### src/rtl/nb_sar_seq_pkg.sv
package nb_sar_seq_pkg;

  // Strobes from control to datapath, valid for one clock.
  typedef struct packed {
    logic clearAll;  // accepted start: wipe kept bits, accumulator, done
    logic commit;    // final decision for the current step is available
    logic decision;  // value of that final decision
    logic finish;    // this commit is the last step of the conversion
  } seqCmd_t;

  // Number of comparisons for a repeat code, clamped at maxSel.
  function automatic int unsigned repsFor(input int unsigned sel, input int unsigned maxSel);
    int unsigned s;
    s = (sel > maxSel) ? maxSel : sel;
    return (2 << s) - 1;
  endfunction

endpackage

### src/rtl/nb_sar_seq_ctrl.sv
module nbSarSeqCtrl
  import nb_sar_seq_pkg::*;
#(
  parameter int unsigned NUM_STEPS = 14,
  parameter int unsigned AVG_STEPS = 4,
  parameter int unsigned SEL_W     = 3,
  parameter int unsigned MAX_SEL   = 4,
  localparam int unsigned STEP_W   = $clog2(NUM_STEPS),
  localparam int unsigned MAX_REPS = (2 << MAX_SEL) - 1,
  localparam int unsigned REP_W    = $clog2(MAX_REPS + 1)
) (
  input  logic              clk,
  input  logic              rstN,
  input  logic              startIn,
  input  logic [SEL_W-1:0]  avgSel,
  input  logic              cmpReady,
  input  logic              cmpDecision,
  output logic              cmpStrobe,
  output logic [STEP_W-1:0] stepIdx,
  output logic              busy,
  output seqCmd_t           cmd
);

  typedef enum logic [1:0] {S_IDLE, S_STROBE, S_WAIT} seqState_t;

  localparam int unsigned FIRST_AVG = NUM_STEPS - AVG_STEPS;
  localparam int unsigned LAST_STEP = NUM_STEPS - 1;

  seqState_t        state, stateNext;
  logic             startPrev;
  logic             startEdge;
  logic [REP_W-1:0] repCnt, repCntNext;
  logic [REP_W-1:0] onesCnt, onesCntNext;
  logic [REP_W-1:0] repTotal, repTotalNext;
  logic [STEP_W-1:0] stepNext;
  logic             inAvgStep;
  logic             lastRepeat;
  logic [REP_W:0]   onesWithNew;

  assign startEdge   = startIn & ~startPrev;
  assign inAvgStep   = (int'(stepIdx) >= FIRST_AVG);
  assign lastRepeat  = !inAvgStep || (repCnt == repTotal - 1'b1);
  assign onesWithNew = {1'b0, onesCnt} + {{REP_W{1'b0}}, cmpDecision};

  always_comb begin
    stateNext    = state;
    stepNext     = stepIdx;
    repCntNext   = repCnt;
    onesCntNext  = onesCnt;
    repTotalNext = repTotal;
    cmd          = '0;
    unique case (state)
      S_IDLE: begin
        if (startEdge) begin
          cmd.clearAll = 1'b1;
          stateNext    = S_STROBE;
          stepNext     = '0;
          repCntNext   = '0;
          onesCntNext  = '0;
          repTotalNext = REP_W'(repsFor(int'(avgSel), MAX_SEL));
        end
      end
      S_STROBE: stateNext = S_WAIT;
      S_WAIT: begin
        if (cmpReady) begin
          if (!lastRepeat) begin
            repCntNext  = repCnt + 1'b1;
            onesCntNext = onesWithNew[REP_W-1:0];
            stateNext   = S_STROBE;
          end else begin
            cmd.commit   = 1'b1;
            cmd.decision = inAvgStep ? (onesWithNew > ({1'b0, repTotal} >> 1)) : cmpDecision;
            repCntNext   = '0;
            onesCntNext  = '0;
            if (int'(stepIdx) == LAST_STEP) begin
              cmd.finish = 1'b1;
              stateNext  = S_IDLE;
            end else begin
              stepNext  = stepIdx + 1'b1;
              stateNext = S_STROBE;
            end
          end
        end
      end
      default: stateNext = S_IDLE;
    endcase
  end

  always_ff @(posedge clk or negedge rstN) begin
    if (!rstN) begin
      state     <= S_IDLE;
      startPrev <= 1'b0;
      stepIdx   <= '0;
      repCnt    <= '0;
      onesCnt   <= '0;
      repTotal  <= REP_W'(1);
    end else begin
      state     <= stateNext;
      startPrev <= startIn;
      stepIdx   <= stepNext;
      repCnt    <= repCntNext;
      onesCnt   <= onesCntNext;
      repTotal  <= repTotalNext;
    end
  end

  assign cmpStrobe = (state == S_STROBE);
  assign busy      = (state != S_IDLE);


  strobe_single_chk: assert property (@(posedge clk) disable iff (!rstN)
    cmpStrobe |=> !cmpStrobe);


  step_hold_chk: assert property (@(posedge clk) disable iff (!rstN)
    (state == S_WAIT && !cmpReady) |=> $stable(stepIdx));


  rep_bound_chk: assert property (@(posedge clk) disable iff (!rstN)
    busy |-> (repCnt < repTotal));


  no_restart_chk: assert property (@(posedge clk) disable iff (!rstN)
    (busy && stepIdx != '0) |=> (stepIdx != '0 || !busy || $past(cmd.commit)));

endmodule

### src/rtl/nb_sar_seq_data.sv
module nbSarSeqData
  import nb_sar_seq_pkg::*;
#(
  parameter int unsigned NUM_STEPS = 14,
  parameter int unsigned RES_W     = 12,
  parameter int unsigned STEP_WEIGHTS [NUM_STEPS] = '{1830, 1000, 560, 310, 176, 96, 56, 32, 18, 10, 6, 4, 2, 1},
  localparam int unsigned STEP_W   = $clog2(NUM_STEPS)
) (
  input  logic              clk,
  input  logic              rstN,
  input  seqCmd_t           cmd,
  input  logic [STEP_W-1:0] stepIdx,
  input  logic              busy,
  output logic [NUM_STEPS-1:0] dacSel,
  output logic [RES_W-1:0]  result,
  output logic              convDone
);

  function automatic int unsigned weightTotal();
    int unsigned t;
    t = 0;
    for (int i = 0; i < NUM_STEPS; i++) t += STEP_WEIGHTS[i];
    return t;
  endfunction

  localparam int unsigned TOTAL   = weightTotal();
  localparam int unsigned ACC_W   = $clog2(TOTAL + 1);
  localparam int unsigned FULL    = (1 << RES_W) - 1;

  logic [NUM_STEPS-1:0] keptBits;
  logic [ACC_W-1:0]     acc;
  logic [ACC_W-1:0]     curWeight;
  logic [ACC_W-1:0]     accNext;

  always_comb begin
    curWeight = '0;
    for (int i = 0; i < NUM_STEPS; i++)
      if (int'(stepIdx) == i) curWeight = ACC_W'(STEP_WEIGHTS[i]);
  end

  assign accNext = (cmd.commit && cmd.decision) ? acc + curWeight : acc;

  for (genvar g = 0; g < NUM_STEPS; g++) begin : g_sel
    assign dacSel[g] = keptBits[g] | (busy && int'(stepIdx) == g);
  end

  always_ff @(posedge clk or negedge rstN) begin
    if (!rstN) begin
      keptBits <= '0;
      acc      <= '0;
      result   <= '0;
      convDone <= 1'b0;
    end else if (cmd.clearAll) begin
      keptBits <= '0;
      acc      <= '0;
      convDone <= 1'b0;
    end else if (cmd.commit) begin
      acc <= accNext;
      if (cmd.decision) keptBits[stepIdx] <= 1'b1;
      if (cmd.finish) begin
        convDone <= 1'b1;
        result   <= (int'(accNext) > FULL) ? RES_W'(FULL) : RES_W'(accNext);
      end
    end
  end


  done_hold_chk: assert property (@(posedge clk) disable iff (!rstN)
    (convDone && !cmd.clearAll) |=> convDone);


  done_rise_chk: assert property (@(posedge clk) disable iff (!rstN)
    $rose(convDone) |-> $past(cmd.finish));


  kept_mono_chk: assert property (@(posedge clk) disable iff (!rstN)
    !cmd.clearAll |=> ((keptBits & $past(keptBits)) == $past(keptBits)));


  done_idle_chk: assert property (@(posedge clk) disable iff (!rstN)
    convDone |-> !busy);

endmodule

### src/rtl/nb_sar_sequencer.sv
module nbSarSequencer
  import nb_sar_seq_pkg::*;
#(
  parameter int unsigned NUM_STEPS = 14,
  parameter int unsigned AVG_STEPS = 4,
  parameter int unsigned RES_W     = 12,
  parameter int unsigned SEL_W     = 3,
  parameter int unsigned MAX_SEL   = 4,
  parameter int unsigned STEP_WEIGHTS [NUM_STEPS] = '{1830, 1000, 560, 310, 176, 96, 56, 32, 18, 10, 6, 4, 2, 1},
  localparam int unsigned STEP_W   = $clog2(NUM_STEPS)
) (
  input  logic                 clk,
  input  logic                 rstN,
  input  logic                 startIn,
  input  logic [SEL_W-1:0]     avgSel,
  input  logic                 cmpReady,
  input  logic                 cmpDecision,
  output logic                 cmpStrobe,
  output logic [NUM_STEPS-1:0] dacSel,
  output logic [RES_W-1:0]     result,
  output logic                 convDone
);

  seqCmd_t           cmd;
  logic [STEP_W-1:0] stepIdx;
  logic              busy;

  nbSarSeqCtrl #(
    .NUM_STEPS(NUM_STEPS), .AVG_STEPS(AVG_STEPS), .SEL_W(SEL_W), .MAX_SEL(MAX_SEL)
  ) uCtrl (
    .clk(clk), .rstN(rstN), .startIn(startIn), .avgSel(avgSel),
    .cmpReady(cmpReady), .cmpDecision(cmpDecision),
    .cmpStrobe(cmpStrobe), .stepIdx(stepIdx), .busy(busy), .cmd(cmd)
  );

  nbSarSeqData #(
    .NUM_STEPS(NUM_STEPS), .RES_W(RES_W), .STEP_WEIGHTS(STEP_WEIGHTS)
  ) uData (
    .clk(clk), .rstN(rstN), .cmd(cmd), .stepIdx(stepIdx), .busy(busy),
    .dacSel(dacSel), .result(result), .convDone(convDone)
  );

endmodule

### config.mk
export PLATFORM = sky130hd
export DESIGN_NAME = nbSarSequencer
export DESIGN_NICKNAME = d
export VERILOG_FILES = /design/src/rtl/nb_sar_seq_pkg.sv /design/src/rtl/nb_sar_seq_ctrl.sv /design/src/rtl/nb_sar_seq_data.sv /design/src/rtl/nb_sar_sequencer.sv
export SDC_FILE = /design/constraint.sdc
export NUM_CORES = 1
export LEC_CHECK = 0
export ABC_AREA = 1
export BUFFER_PORTS_ARGS = -buffer_cell sky130_fd_sc_hd__buf_2
export CELL_PAD_IN_SITES_DETAIL_PLACEMENT = 1
export CELL_PAD_IN_SITES_GLOBAL_PLACEMENT = 1
export CORE_MARGIN = 3
export CORE_UTILIZATION = 42
export CTS_BUF_LIST = sky130_fd_sc_hd__clkbuf_8
export DETAILED_ROUTE_END_ITERATION = 10
export PLACE_DENSITY = 0.85
export SYNTH_ARGS = -nofsm -noshare
export SYNTH_HDL_FRONTEND = slang
export SYNTH_SLANG_ARGS = --single-unit
### constraint.sdc
create_clock -name clk -period 7.8 [get_ports clk]
set_input_delay 0.78 -clock clk [delete_from_list [all_inputs] [get_ports clk]]
set_output_delay 0.78 -clock clk [all_outputs]
set_load 0.02 [all_outputs]
## Word level (Yosys, flattened, before mapping)

Cells that the tools add are included.

| storage, ports and cells | value |
|---|---|
| input port bits | 8 |
| bits in latches | 0 |
| output and inout bits | 28 |
| bits in writable memories | 0 |
| memories kept | 0 |
| logic and storage cells | 145 |
| bits in registers | 62 |
| ROM bits | 0 |

| operators by class | value |
|---|---|
| shifts and indexed selects | 1 |
| equality and inequality tests | 21 |
| magnitude comparators | 6 |
| mux-type cells | 51 |
| multiply operators | 0 |
| add/subtract/negate cells | 6 |
| reduce and logical (&&, ||, !) cells | 32 |
| divide/modulo/power cells | 0 |
| bitwise logic cells | 18 |

Operators by type and width:

| cell | number |
|---|---|
| $mux W13 | 16 |
| $mux W14 | 3 |
| $eq A4 B4 Y1 const B | 9 |
| $shl A2 B32 Y5 const A | 1 |
| $mux W5 | 5 |
| $pmux W5 S2 | 2 |
| $eq A4 B3 Y1 const B | 4 |
| $logic_and A1 B1 Y1 | 16 |
| $mux W4 | 4 |
| $or A1 B1 Y1 | 14 |
| $or A14 B14 Y14 | 1 |
| $add A13 B13 Y13 | 1 |
| $gt A13 B12 Y1 const B | 1 |
| $mux W12 | 1 |
| $mux W3 | 4 |
| $mux W11 | 1 |
| $reduce_bool A2 Y1 | 5 |
| $mux W1 | 9 |
| $pmux W4 S2 | 1 |
| $reduce_and A2 Y1 | 4 |
| $add A5 B1 Y6 | 1 |
| $gt A6 B4 Y1 | 1 |
| $mux W2 | 3 |
| $pmux W2 S3 | 1 |
| other kinds (23) | 27 |

## Longest topological paths before layout

| logic depth | value |
|---|---|
| depth in word-level cells | 19 |
| gate-level depth with buffers | 24 |
| mapped depth without buffers | 23 |

## Modules after synthesis

A second synthesis with hierarchy kept.

| second synthesis, totals | value |
|---|---|
| cells, all modules | 562 |
| area, all modules | 4,052.6 um2 |

By module, submodules not included:

| module | instances | cells an instance | area an instance (um2) |
|---|---|---|---|
| nbSarSeqData | 1 | 385 | 2,678.8 |
| nbSarSeqCtrl | 1 | 177 | 1,373.8 |

## Worst setup path before layout

No wires, ideal clock.

| path | value |
|---|---|
| kind | register to register |
| start | reg uCtrl.stepIdx[1] |
| end | reg uData.result[1] |
| stages on the path, launching flop included | 21 |
| required time | 7,685 ps |
| path slack | 4,783 ps |
| path buffers | 1 |
| data arrival time | 2,901 ps |
| library setup time | 115 ps |
| path through | dfrtp_1 inv_1 ha_1 inv_1 nor3_1 nand3_1 a2111oi_0 ha_1 nand2_1 inv_1 a21oi_1 nand2_1 nand2_1 nand2_1 nand2_1 nand2_1 nand2_4 nand3_4 buf_6 nor2_1 nor2_1 |

| on the way | value |
|---|---|
| cells in the longest elaborated chain, start to end | 19 |
| elaborated cells on any way between the ends | 43 |
| classes of those cells | 1 x add/sub; 2 x order compare; 14 x eq/ne; 21 x mux; 5 x reduce/logical |

RTL lines:

| what | RTL line | RTL |
|---|---|---|
| from (decl) | nb_sar_seq_ctrl.sv:19 | `output logic [STEP_W-1:0] stepIdx,` |
| from (signal assigned) | nb_sar_seq_ctrl.sv:100 | `stepIdx <= stepNext;` |
| $logic_not A4 Y1 | nb_sar_seq_data.sv:38 | `if (int'(stepIdx) == i) curWeight = ACC_W'(STEP_WEIGHTS[i]);` |
| $mux W11 | nb_sar_seq_data.sv:38 |  |
| $mux W13 (13 in series) | nb_sar_seq_data.sv:38 |  |
| $add A13 B13 Y13 | nb_sar_seq_data.sv:41 | `assign accNext = (cmd.commit && cmd.decision) ? acc + curWeight : acc;` |
| $mux W13 | nb_sar_seq_data.sv:41 |  |
| $gt A13 B12 Y1 | nb_sar_seq_data.sv:62 | `result <= (int'(accNext) > FULL) ? RES_W'(FULL) : RES_W'(accNext);` |
| $mux W12 | nb_sar_seq_data.sv:62 |  |
| to (signal assigned) | nb_sar_seq_data.sv:62 |  |
| to (decl) | nb_sar_seq_data.sv:15 | `output logic [RES_W-1:0] result,` |

Parallel ways exist; a longest one is shown, timed or not.
A chain may end at the register's enable or synchronous reset.

## Final worst setup path

| path | value |
|---|---|
| start | reg uCtrl.stepIdx[1] |
| end | reg uData.result[0] |

The elaborated chain is that of the path after synthesis.

==> impl_metrics.tcl <==
set metrics [dict create \
    max_stage_delay_ns 0.70 \
    cts_buffers 9 \
    relSlewSlack_pct 43.8 \
    crit_type "flip-flop to flip-flop" \
    post-route-min-period_ns 4.04 \
    wl_per_cell_um 14.7 \
    synth_top_area_share_pct 37.7 \
    cts_hold_buf 0 \
    yosysUniqueCellTypes 37 \
    power.density_mw_per_mm2 306 \
    cts_sinks 61 \
    crit_top_cell "nand2_1" \
    critical_path_buf_inv_count 3 \
    yosysTopAreaCell "dfrtp_1" \
    crit_fanout 12 \
    status "finished clean" \
    fin_tns_setup_ns 0 \
    ys.flop_type "dfrtp_1" \
    ir_worst_vdd_v 0.000120 \
    drtIter0Drc 114 \
    drc 0 \
    root_buffer "clkbuf_8" \
    syn_nets 589 \
    leakage_nw 2.53 \
    grt_pass1_vias 3899 \
    first_pass_iters 4 \
    wirelength_um 10700 \
    start_util_pct 43.6 \
    ys_async_sr_fraction_pct 100 \
    dpl.hpwl_um 8190 \
    die_area_mm2 0.0108 \
    cts.path.max_buffers 2 \
    dpl-instance-area_mm2 0.00432 \
    rows 35 \
    cp-startpoint "uCtrl.stepIdx[1]$_DFFE_PN0P_" \
    portBuffers 35 \
    crit_chain "inv_1, ha_1, inv_1, nor3_1, nand3_1, a2111oi_0, ha_1, nand2_1, inv_1, a21oi_1, nand2_1, nand2_1, nand2_1, nand2_1, nand2_1, nand2_4, nand3_4, nor2_1, nor2_1" \
    die_h_um 104 \
    fin_crit_sh_pct 51.8 \
    clk_latency_ns 0.35 \
    final_area_mm2 0.00456 \
    viasPerCell 5.07 \
    ys_seq_area_share_pct 37.7 \
    grt_overflow 0 \
    groute.usage.overall_pct 20.9 \
    startpoint_type "flip-flop" \
    cts_tree "built" \
    place.gp.congestion 0.849 \
    crit_slowest_cell "a2111oi_0" \
    synth-seq-cells 61 \
    placedCellCount 713 \
    synth_cells 558 \
    htreeDepth 3 \
    synth-edff-count 0 \
    r2r_cells 19 \
    clock-skew-final_ns 0.0106 \
    clkTransAtPathRegs_ns 0.07 \
    critPathTopFamily "simple AND/OR/NAND/NOR gates" \
    syn_area_mm2 0.00405 \
    required_ns 8.03 \
    slew_violations 0 \
    regToRegStartpoint "uCtrl.stepIdx[1]$_DFFE_PN0P_" \
    antenna_found_initial 0 \
    ctsResizeCount 0 \
    synth_warnings 0 \
    timing.fmax_ghz 0.247 \
    hp-class "flip-flop to flip-flop" \
    post_cts_buffers 0 \
    worst_pin_slew_ns 0.840 \
    drive_gt1_share_pct 14.7 \
    cap_viol_max_count 0 \
    final_cell_mix "nand2_1, inv_1, dfrtp_1, nor2_1, a21oi_1" \
    syn-mean-instance-area_um2 7.25 \
    worstHoldStart "uData.convDone$_DFFE_PN0P_" \
    end_kind "flip-flop" \
    min_delay_path_depth 2 \
    whs_endpoint "uData.convDone$_DFFE_PN0P_" \
    ff2ff_setup_slack_ns 3.76 \
    finalSetupViolations 0 \
    arrival_ns 4.27 \
    regToRegEndpoint "uData.result[0]$_DFFE_PN0P_" \
    rsz0062_at_grt "false" \
    synthTopCellsByArea "dfrtp_1, nand2_1, inv_1" \
    grt_pass1_wl_um 18600 \
    grt_max_degree 62 \
    instances_no_fill 728 \
    antenna_cells 0 \
    ant_nets 0 \
    nNetsFinal 626 \
    core_area_mm2 0.00928 \
    syn2layout_area_growth_pct 12.6 \
    die_x_um 104 \
    layout_commonest_cell "nand2_1" \
    num_vias 3689 \
    hold_viol 0 \
    pin_count 36 \
]
[power by group]
| group | internal (W) | switching, W | total (W) |
|---|---|---|---|
| registers | 0.000362 | 0.0000344 | 0.000397 |
| logic | 0.000211 | 0.000453 | 0.000663 |
| clock network | 0.000204 | 0.000130 | 0.000334 |
[per-stage QoR]
step | hold WS [ns] | util, % | setup WS [ns] | total power, W
final | 0.495 | 49.1 | 3.76 | 0.00139
after global routing | 0.545 | 49.1 | 3.23 | 0.00151
after CTS | 0.505 | 49.1 | 3.72 | 0.00141
after detailed placement | 0.484 | 46.6 | 3.77 | 0.00106
after global placement | 0.471 | 46.6 | 3.89 | 0.00103
after floorplan | 0.456 | - | 4.78 | 0.000881
[state kept, by name (all words and copies together), names as in the netlist, 2 cells and up]
signal,flops
uCtrl.repTotal,4
uCtrl.state,2
uData.acc,13
uData.keptBits,14
uCtrl.onesCnt,5
uCtrl.repCnt,5
uCtrl.stepIdx,4
uData.result,12
[layer usage]
layer | share of wire, % | global-route usage (%) | vias up
met5 | 0 | 0 | -
met4 | 1.7 | 7.12 | 0
met3 | 2.3 | 2.67 | 16
met2 | 52 | 38.2 | 46
met1 | 44 | 25.3 | 1807
li1 | - | - | 1820
[how the worst max path moves through the flow]
| stage | endpoint | cells past startpoint |
|---|---|---|
| 2_1_floorplan | uData.result[1]$_DFFE_PN0P_ | 20 |
| 3_3_place_gp | uData.result[11]$_DFFE_PN0P_ | 19 |
| 3_5_place_dp | uData.result[0]$_DFFE_PN0P_ | 19 |
| 4_1_cts | uData.result[0]$_DFFE_PN0P_ | 19 |
| 5_1_grt | uData.result[0]$_DFFE_PN0P_ | 19 |
| 6_report | uData.result[0]$_DFFE_PN0P_ | 19 |
[cell families (layout without fill, tap and decap cells)]
group	after synthesis	in the layout	share of synthesized area, %
fa+ha+maj	23	23	7.30
flops	61	61	37.7
simple gates	273	273	30.7
xor+xnor	13	13	2.81
compound gates	75	75	10.0
buf+inv	113	154	11.4
[synthesized netlist by cell type (2+ instances only)]
| cell | count |
|---|---|
| nand2_1 | 138 |
| inv_1 | 97 |
| dfrtp_1 | 61 |
| nor2_1 | 55 |
| a21oi_1 | 37 |
| nand3_1 | 30 |
| o21ai_0 | 27 |
| ha_1 | 22 |
| or2_2 | 12 |
| nand4_1 | 10 |
| nor3_1 | 9 |
| xor2_1 | 9 |
| nor2_2 | 7 |
| inv_2 | 5 |
| buf_4 | 4 |
| xnor2_1 | 4 |
| buf_6 | 3 |
| o31ai_1 | 3 |
| clkbuf_1 | 2 |
| nand2_4 | 2 |
| nand3_4 | 2 |
| nor2_4 | 2 |
| nor4_1 | 2 |
| o21ai_2 | 2 |
[worst register-to-register path, cell delays in order, from the launching register on]
cell	delay, ns
dfrtp_1	0.44
inv_1	0.14
ha_1	0.16
inv_1	0.09
nor3_1	0.48
nand3_1	0.23
a2111oi_0	0.70
ha_1	0.42
nand2_1	0.12
inv_1	0.04
a21oi_1	0.20
nand2_1	0.17
nand2_1	0.11
nand2_1	0.06
nand2_1	0.05
nand2_1	0.08
nand2_4	0.09
nand3_4	0.15
nor2_1	0.14
nor2_1	0.06
[area by class of cell]
| cell class | instances | area [µm²] |
|---|---|---|
| inverter | 102 | 383 |
| multi-input combinational | 384 | 2060 |
| clock buffer | 12 | 165 |
| timing repair buffer | 37 | 190 |
| tap | 129 | 161 |
| clock inverter | 3 | 67.6 |
| fill | 1231 | 4730 |
| sequential | 61 | 1530 |
Note: power is estimated with default switching activity, not from simulation.
